## config.mk

```make
export PLATFORM = sky130hd
export DESIGN_NAME = rx_word_fifo
export DESIGN_NICKNAME = d
export VERILOG_FILES = /design/src/rtl/rxf_pkg.sv /design/src/rtl/rxf_store.sv /design/src/rtl/rxf_track.sv /design/src/rtl/rxf_flags.sv /design/src/rtl/rx_word_fifo.sv
export SDC_FILE = /design/constraint.sdc
export NUM_CORES = 1
export LEC_CHECK = 0
export BUFFER_PORTS_ARGS = -buffer_cell sky130_fd_sc_hd__buf_2
export CAP_MARGIN = 20
export CORE_MARGIN = 4
export CORE_UTILIZATION = 25
export CTS_CLUSTER_DIAMETER = 30
export DETAILED_ROUTE_END_ITERATION = 7
export SLEW_MARGIN = 20
export SYNTH_ARGS = -nofsm -noshare
export SYNTH_HDL_FRONTEND = slang
export SYNTH_SLANG_ARGS = --single-unit
```

## constraint.sdc

```tcl
create_clock -name clk -period 7.8 [get_ports clk]
set_input_delay 0.78 -clock clk [delete_from_list [all_inputs] [get_ports clk]]
set_output_delay 0.78 -clock clk [all_outputs]
set_load 0.02 [all_outputs]
```

## src/rtl/rxf_pkg.sv

```systemverilog
package rxf_pkg;
  localparam int REG_W = 32;
  localparam int CNT_FIELD_W = 20;

  localparam int ST_NEMPTY  = 12;
  localparam int ST_NAEMPTY = 13;
  localparam int ST_NAFULL  = 14;
  localparam int ST_NFULL   = 15;
  localparam int ST_UNDER   = 22;
  localparam int ST_OVER    = 23;

  localparam int THR_W      = 24;
  localparam int THR_AE_LSB = 0;
  localparam int THR_AE_W   = 16;
  localparam int THR_AF_LSB = 16;
  localparam int THR_AF_W   = 8;

  typedef logic [REG_W-1:0] rxf_reg_t;
  typedef logic [THR_W-1:0] rxf_thr_t;
endpackage

```

## src/rtl/rxf_store.sv

```systemverilog
module rxf_store #(
  parameter int DATA_W = 32,
  parameter int ADDR_W = 5
) (
  input  logic              clk,
  input  logic              rst,
  input  logic              wr_go,
  input  logic [ADDR_W-1:0] wr_addr,
  input  logic [DATA_W-1:0] wr_data,
  input  logic              rd_go,
  input  logic [ADDR_W-1:0] rd_addr,
  output logic [DATA_W-1:0] rd_data
);
  localparam int DEPTH = 1 << ADDR_W;

  logic [DATA_W-1:0] mem [DEPTH];

  // write port: plain synchronous write, no reset, so block RAM fits
  always_ff @(posedge clk) begin
    if (wr_go) mem[wr_addr] <= wr_data;
  end

  // read port: output register with synchronous reset, held when idle
  always_ff @(posedge clk) begin
    if (rst)        rd_data <= '0;
    else if (rd_go) rd_data <= mem[rd_addr];
  end
endmodule

```

## src/rtl/rxf_track.sv

```systemverilog
module rxf_track #(
  parameter int ADDR_W     = 5,
  parameter int SETTLE_CYC = 16
) (
  input  logic              clk,
  input  logic              rst,
  input  logic              wr_req,
  input  logic              rd_req,
  input  logic              flush,
  output logic              ready,
  output logic              wr_go,
  output logic              rd_go,
  output logic              ovf_evt,
  output logic              udf_evt,
  output logic [ADDR_W-1:0] wr_addr,
  output logic [ADDR_W-1:0] rd_addr,
  output logic [ADDR_W:0]   cnt_q,
  output logic [ADDR_W:0]   cnt_d
);
  localparam int DEPTH = 1 << ADDR_W;
  localparam int CNT_W = ADDR_W + 1;
  localparam logic [CNT_W-1:0] FULL_CNT = CNT_W'(DEPTH);

  logic ready_q;

  generate
    if (SETTLE_CYC > 0) begin : g_settle
      localparam int SW = $clog2(SETTLE_CYC + 1);
      logic [SW-1:0] settle_q;
      always_ff @(posedge clk) begin
        if (rst) begin
          settle_q <= SW'(SETTLE_CYC);
          ready_q  <= 1'b0;
        end else if (settle_q != '0) begin
          settle_q <= settle_q - SW'(1);
          ready_q  <= (settle_q == SW'(1));
        end else begin
          ready_q  <= 1'b1;
        end
      end
    end else begin : g_nosettle
      assign ready_q = 1'b1;
    end
  endgenerate

  logic full_now, empty_now, wr_try, rd_try;

  assign full_now  = (cnt_q == FULL_CNT);
  assign empty_now = (cnt_q == '0);
  assign wr_try    = ready_q & wr_req & ~flush;
  assign rd_try    = ready_q & rd_req & ~flush;

  assign wr_go   = wr_try & ~full_now;
  assign rd_go   = rd_try & ~empty_now;
  assign ovf_evt = wr_try & full_now;
  assign udf_evt = rd_try & empty_now;
  assign ready   = ready_q;

  always_comb begin
    if (flush) cnt_d = '0;
    else       cnt_d = cnt_q + CNT_W'(wr_go) - CNT_W'(rd_go);
  end

  always_ff @(posedge clk) begin
    if (rst || flush) begin
      wr_addr <= '0;
      rd_addr <= '0;
    end else begin
      if (wr_go) wr_addr <= wr_addr + ADDR_W'(1);
      if (rd_go) rd_addr <= rd_addr + ADDR_W'(1);
    end
  end

  always_ff @(posedge clk) begin
    if (rst) cnt_q <= '0;
    else     cnt_q <= cnt_d;
  end
endmodule

```

## src/rtl/rxf_flags.sv

```systemverilog
module rxf_flags
  import rxf_pkg::*;
#(
  parameter int ADDR_W  = 5,
  parameter int AE_INIT = 4,
  parameter int AF_INIT = 4
) (
  input  logic           clk,
  input  logic           rst,
  input  logic [ADDR_W:0] cnt_d,
  input  logic           thr_we,
  input  rxf_thr_t       thr_wdata,
  input  logic           clr_we,
  input  logic [1:0]     clr_bits,
  input  logic           ovf_evt,
  input  logic           udf_evt,
  output rxf_thr_t       thr_q,
  output rxf_reg_t       status_q
);
  localparam int DEPTH = 1 << ADDR_W;
  localparam int CMP_W = THR_AE_W + 1;
  localparam rxf_thr_t THR_RST = {THR_AF_W'(AF_INIT), THR_AE_W'(AE_INIT)};

  rxf_thr_t          thr_d;
  logic [CMP_W-1:0]  cnt_x, ae_x, af_sum;
  logic              ovr_d, udr_d;
  rxf_reg_t          status_d;

  assign thr_d  = thr_we ? thr_wdata : thr_q;
  assign cnt_x  = CMP_W'(cnt_d);
  assign ae_x   = CMP_W'(thr_d[THR_AE_LSB +: THR_AE_W]);
  assign af_sum = cnt_x + CMP_W'(thr_d[THR_AF_LSB +: THR_AF_W]);

  // sticky errors: a new event wins over a clear in the same cycle
  assign ovr_d = (status_q[ST_OVER]  & ~(clr_we & clr_bits[1])) | ovf_evt;
  assign udr_d = (status_q[ST_UNDER] & ~(clr_we & clr_bits[0])) | udf_evt;

  always_comb begin
    status_d             = '0;
    status_d[ST_NEMPTY]  = (cnt_d != '0);
    status_d[ST_NAEMPTY] = (cnt_x > ae_x);
    status_d[ST_NAFULL]  = (af_sum < CMP_W'(DEPTH));
    status_d[ST_NFULL]   = (cnt_x != CMP_W'(DEPTH));
    status_d[ST_UNDER]   = udr_d;
    status_d[ST_OVER]    = ovr_d;
  end

  always_ff @(posedge clk) begin
    if (rst) begin
      thr_q    <= THR_RST;
      status_q <= '0;
      status_q[ST_NAFULL] <= (CMP_W'(AF_INIT) < CMP_W'(DEPTH));
      status_q[ST_NFULL]  <= 1'b1;
      status_q[ST_NAEMPTY] <= 1'b0;
    end else begin
      thr_q    <= thr_d;
      status_q <= status_d;
    end
  end
endmodule

```

## src/rtl/rx_word_fifo.sv

```systemverilog
module rx_word_fifo
  import rxf_pkg::*;
#(
  parameter int DATA_W     = 32,
  parameter int ADDR_W     = 5,
  parameter int SETTLE_CYC = 16,
  parameter int AE_INIT    = 4,
  parameter int AF_INIT    = 4
) (
  input  logic        clk,
  input  logic        rst,
  input  logic        rx_enable_i,
  input  logic        wr_en_i,
  input  logic [31:0] wr_data_i,
  input  logic        rd_en_i,
  output logic [31:0] rd_data_o,
  input  logic        flush_i,
  input  logic        thr_we_i,
  input  logic [31:0] thr_wdata_i,
  output logic [31:0] thr_o,
  input  logic        stat_clr_i,
  input  logic [31:0] stat_clr_data_i,
  output logic [31:0] status_o,
  output logic [31:0] count_o,
  output logic [31:0] size_o,
  output logic        ready_o
);
  localparam int DEPTH = 1 << ADDR_W;
  localparam int CNT_W = ADDR_W + 1;

  logic              wr_go, rd_go, ovf_evt, udf_evt, ready;
  logic [ADDR_W-1:0] wr_addr, rd_addr;
  logic [CNT_W-1:0]  cnt_q, cnt_d;
  logic [DATA_W-1:0] rd_word;
  rxf_thr_t          thr_q;
  rxf_reg_t          status_q;

  wire unused_bits = ^{stat_clr_data_i[31:24], stat_clr_data_i[21:0],
                       thr_wdata_i[31:THR_W]};

  rxf_track #(.ADDR_W(ADDR_W), .SETTLE_CYC(SETTLE_CYC)) u_track (
    .clk     (clk),
    .rst     (rst),
    .wr_req  (wr_en_i & rx_enable_i),
    .rd_req  (rd_en_i),
    .flush   (flush_i),
    .ready   (ready),
    .wr_go   (wr_go),
    .rd_go   (rd_go),
    .ovf_evt (ovf_evt),
    .udf_evt (udf_evt),
    .wr_addr (wr_addr),
    .rd_addr (rd_addr),
    .cnt_q   (cnt_q),
    .cnt_d   (cnt_d)
  );

  rxf_store #(.DATA_W(DATA_W), .ADDR_W(ADDR_W)) u_store (
    .clk     (clk),
    .rst     (rst),
    .wr_go   (wr_go),
    .wr_addr (wr_addr),
    .wr_data (DATA_W'(wr_data_i)),
    .rd_go   (rd_go),
    .rd_addr (rd_addr),
    .rd_data (rd_word)
  );

  rxf_flags #(.ADDR_W(ADDR_W), .AE_INIT(AE_INIT), .AF_INIT(AF_INIT)) u_flags (
    .clk       (clk),
    .rst       (rst),
    .cnt_d     (cnt_d),
    .thr_we    (thr_we_i),
    .thr_wdata (thr_wdata_i[THR_W-1:0]),
    .clr_we    (stat_clr_i),
    .clr_bits  ({stat_clr_data_i[ST_OVER], stat_clr_data_i[ST_UNDER]}),
    .ovf_evt   (ovf_evt),
    .udf_evt   (udf_evt),
    .thr_q     (thr_q),
    .status_q  (status_q)
  );

  assign rd_data_o = 32'(rd_word);
  assign thr_o     = REG_W'(thr_q);
  assign status_o  = status_q;
  assign count_o   = REG_W'(cnt_q);
  assign size_o    = REG_W'(DEPTH);
  assign ready_o   = ready;
endmodule

```

==> flow_summary.toml <==
[sta]
skew_ns = 0.0619
fmax_mhz = 242
final_max_slew_viol_count = 0
hold_viol_final = 0
setup_viol = 0
tightest_slew_ns = 1.21
post-route-period-util_pct = 52.9
rsz0062_at_grt = "no"
relSlewSlack_pct = 19.0
min_period_ns = 4.12
fin_tns_setup_ns = 0

[power_and_ir_drop]
finalPower_mw = 15.2
power_density_nw_per_um2 = 286
vdd_drop_max_mv = 0.246
p_leak_nw = 16.7

[setup_path]
cp_slowest_stage_delay_ns = 0.83
path_class = "flip-flop to flip-flop"
end_kind = "flip-flop"
cp_common_cell = "buf_4"
cp-start-kind = "flip-flop"
worstPathCellList = "buf_4 -> nor2b_4 -> buf_4 -> buf_4 -> a22oi_1 -> a21oi_1 -> a22o_1"
worst-path-max-fanout = 37
cp_slowest_cell = "nor2b_4"
required_ns = 8.53
crit_arrival_ns = 4.86

[die]
dieArea_sq_um = 179000
io_pins = 265
start_util_pct = 25.1
coreArea_sq_um = 172000
die_h_microns = 423
rows = 152
dieWidth_microns = 423

[logic_synthesis]
synthArstFlopShare_pct = 0
synthCells = 2163
yosys_warnings = 0
synth-edff-count = 1024
yosysSeqAreaShare_pct = 75.2
syn-mean-instance-area_sq_um = 19.9
synth_area_sq_um = 43100
yosysUniqueCellTypes = 52
synth_ff_type = "edfxtp_1"
synth-seq-cells = 1108

[cells_and_area]
layout-drive-gt1-share_pct = 30.0
nets = 2549
nFillCells = 16565
final_common_cell = "edfxtp_1"
layout_common_cells = "edfxtp_1, mux4_2, clkbuf_16"
multi_input_area_sq_um = 9940
seqCellArea_sq_um = 32400
area_growth_syn_to_layout_pct = 23.2
post-route-cell-area_sq_um = 53100

[drt]
postRouteAntennaNets = 0
routed_wl_microns = 109000
drt-vias-per-instance = 4.45
drtIter0Drc = 1928
wire_per_inst_microns = 22.4
drc = 0
drt_first_pass_iters = 7
vias = 21807

[clock_network]
numCtsBuffers = 192
cts_root_buffer = "clkbuf_16"
postCtsHoldBufs = 0
clock_latency_ns = 0.79
clk_pin_slew_ns = 0.05
clockBufferDepth = 3
cts_htree_levels = 4
postCtsSetupBuffers = 0
cts_tree = "built"
clock-sinks = 1108
post_cts_resized = 0

[job]
maxCapViolations = 0

[status]
status = "complete, no violations"

[global_routing]
antenna_found_initial = 15
met2_usage_pct = 19.9
grt_use_met3_pct = 2.75
grt_pass1_vias = 22216
grt.overflow.total = 0
grt_busiest_layer = "met2"
grt_pass1_wl_microns = 157000
track_usage_pct = 11.9
grtUsageMet1_pct = 15.2
grt_max_degree = 125

[placed_design]
placed_cell_area_sq_um = 46400
io_buffers = 134
gp_congestion = 0.735
hpwlAfterDp_microns = 59800

[hold_path]
hp-class = "primary input to flip-flop"
-- sequential cells by signal (all words and copies together) (netlist names) --
name and flops:
u_flags.status_q 6, u_flags.thr_q 24, u_store.mem 1024, u_store.rd_data 32, u_track.cnt_q 6, u_track.g_settle.settle_q 5
u_track.rd_addr 5, u_track.ready 1, u_track.wr_addr 5
-- worst max-delay path, delay by kind of cell, from the launching register on --
family / cells / cell delay [ns]
buf+inv: 3 / 1.63
compound gates: 3 / 1.05
simple gates: 1 / 0.83
flops: 1 / 0.54
-- cells by family (layout without fill, tap and decap cells) --
logic type / count (synthesis) / count (layout) / synth area share [%]
AOI/OAI and AO/OA: 278 / 278 / 5.03
muxes: 348 / 348 / 13.7
other: 2 / 98 / 0.0174
buffers and inverters: 228 / 555 / 3.18
DFF: 1108 / 1108 / 75.2
adders and majority gates: 27 / 27 / 0.795
xor gates and xnor gates: 14 / 14 / 0.284
and+or+nand+nor: 158 / 158 / 1.77
-- per-stage QoR --
step | utilization, % | instances | setup slack [ns] | hold slack [ns]
after floorplan | - | 2253 | 4.02 | 0.423
after global placement | 27.1 | 4535 | 3.20 | 0.445
after detailed placement | 27.1 | 4535 | 3.28 | 0.450
after CTS | 30.9 | 4890 | 3.61 | 0.186
after global routing | 30.9 | 4891 | 3.43 | 0.222
final | 31.0 | 4896 | 3.68 | 0.248
-- per-layer routing --
layer	share of wire [%]	vias up	wire [microns]
met1	41	11494	44900
li1	-	9313	-
met4	2.8	14	3030
met5	0.082	-	90
met2	49	786	54200
met3	6.6	200	7280
-- power by group --
part / switching [mW] / total [mW] / internal (mW)
clock network: 3.04 / 8.40 / 5.36
registers: 0.0136 / 6.53 / 6.52
logic: 0.190 / 0.250 / 0.0607
-- Yosys cell counts, types with 3 or more instances --
| cell type | number | area share [%] |
|---|---|---|
| o221ai_1 | 32 | 0.65 |
| a2111oi_2 | 23 | 0.80 |
| a22o_1 | 62 | 1.3 |
| nand4_1 | 6 | 0.087 |
| a2111oi_0 | 9 | 0.18 |
| a21o_1 | 3 | 0.052 |
| a31oi_1 | 3 | 0.044 |
| nor3_1 | 7 | 0.081 |
| nand3b_1 | 6 | 0.10 |
| buf_4 | 104 | 1.8 |
| nor4_1 | 4 | 0.058 |
| nor2b_1 | 18 | 0.26 |
| buf_6 | 11 | 0.29 |
| ha_1 | 25 | 0.73 |
| mux2i_1 | 148 | 3.4 |
| a21oi_1 | 69 | 0.80 |
| nor4bb_1 | 3 | 0.070 |
| nand3_1 | 4 | 0.046 |
| nand2_1 | 18 | 0.16 |
| xor2_1 | 7 | 0.14 |
| nor2_1 | 80 | 0.70 |
| dfxtp_1 | 84 | 3.9 |
| o22ai_1 | 31 | 0.45 |
| a22oi_1 | 34 | 0.59 |
| clkbuf_1 | 57 | 0.50 |
| edfxtp_1 | 1024 | 71 |
| xnor2_1 | 7 | 0.14 |
| inv_1 | 16 | 0.14 |
| mux2_2 | 7 | 0.18 |
| o21ai_0 | 4 | 0.046 |
| buf_2 | 26 | 0.30 |
| buf_1 | 13 | 0.11 |
| mux4_2 | 193 | 10 |
-- final cells by class --
cell class | instances | area share (%)
antenna | 6 | 0.0283
clock buffer | 211 | 9.18
clock inverter | 144 | 3.37
inverter | 16 | 0.113
multi-input combinational | 917 | 18.7
sequential | 1108 | 61.1
tap | 2310 | 5.44
timing repair buffer | 184 | 2.04
-- worst paths after layout --
kind | start | to | slack [ns] | cells past startpoint
worst max-delay path | u_track.rd_addr[1] | u_store.rd_data[15] | 3.68 | 7
worst min-delay path | thr_wdata_i[9] | u_flags.thr_q[9] | 0.25 | 3
worst max register to register | u_track.rd_addr[1] | u_store.rd_data[15] | 3.68 | 7
worst min register to register | u_track.g_settle.settle_q[4] | u_track.ready | 0.42 | 1
No activity file was read; power rests on OpenSTA's default activity.
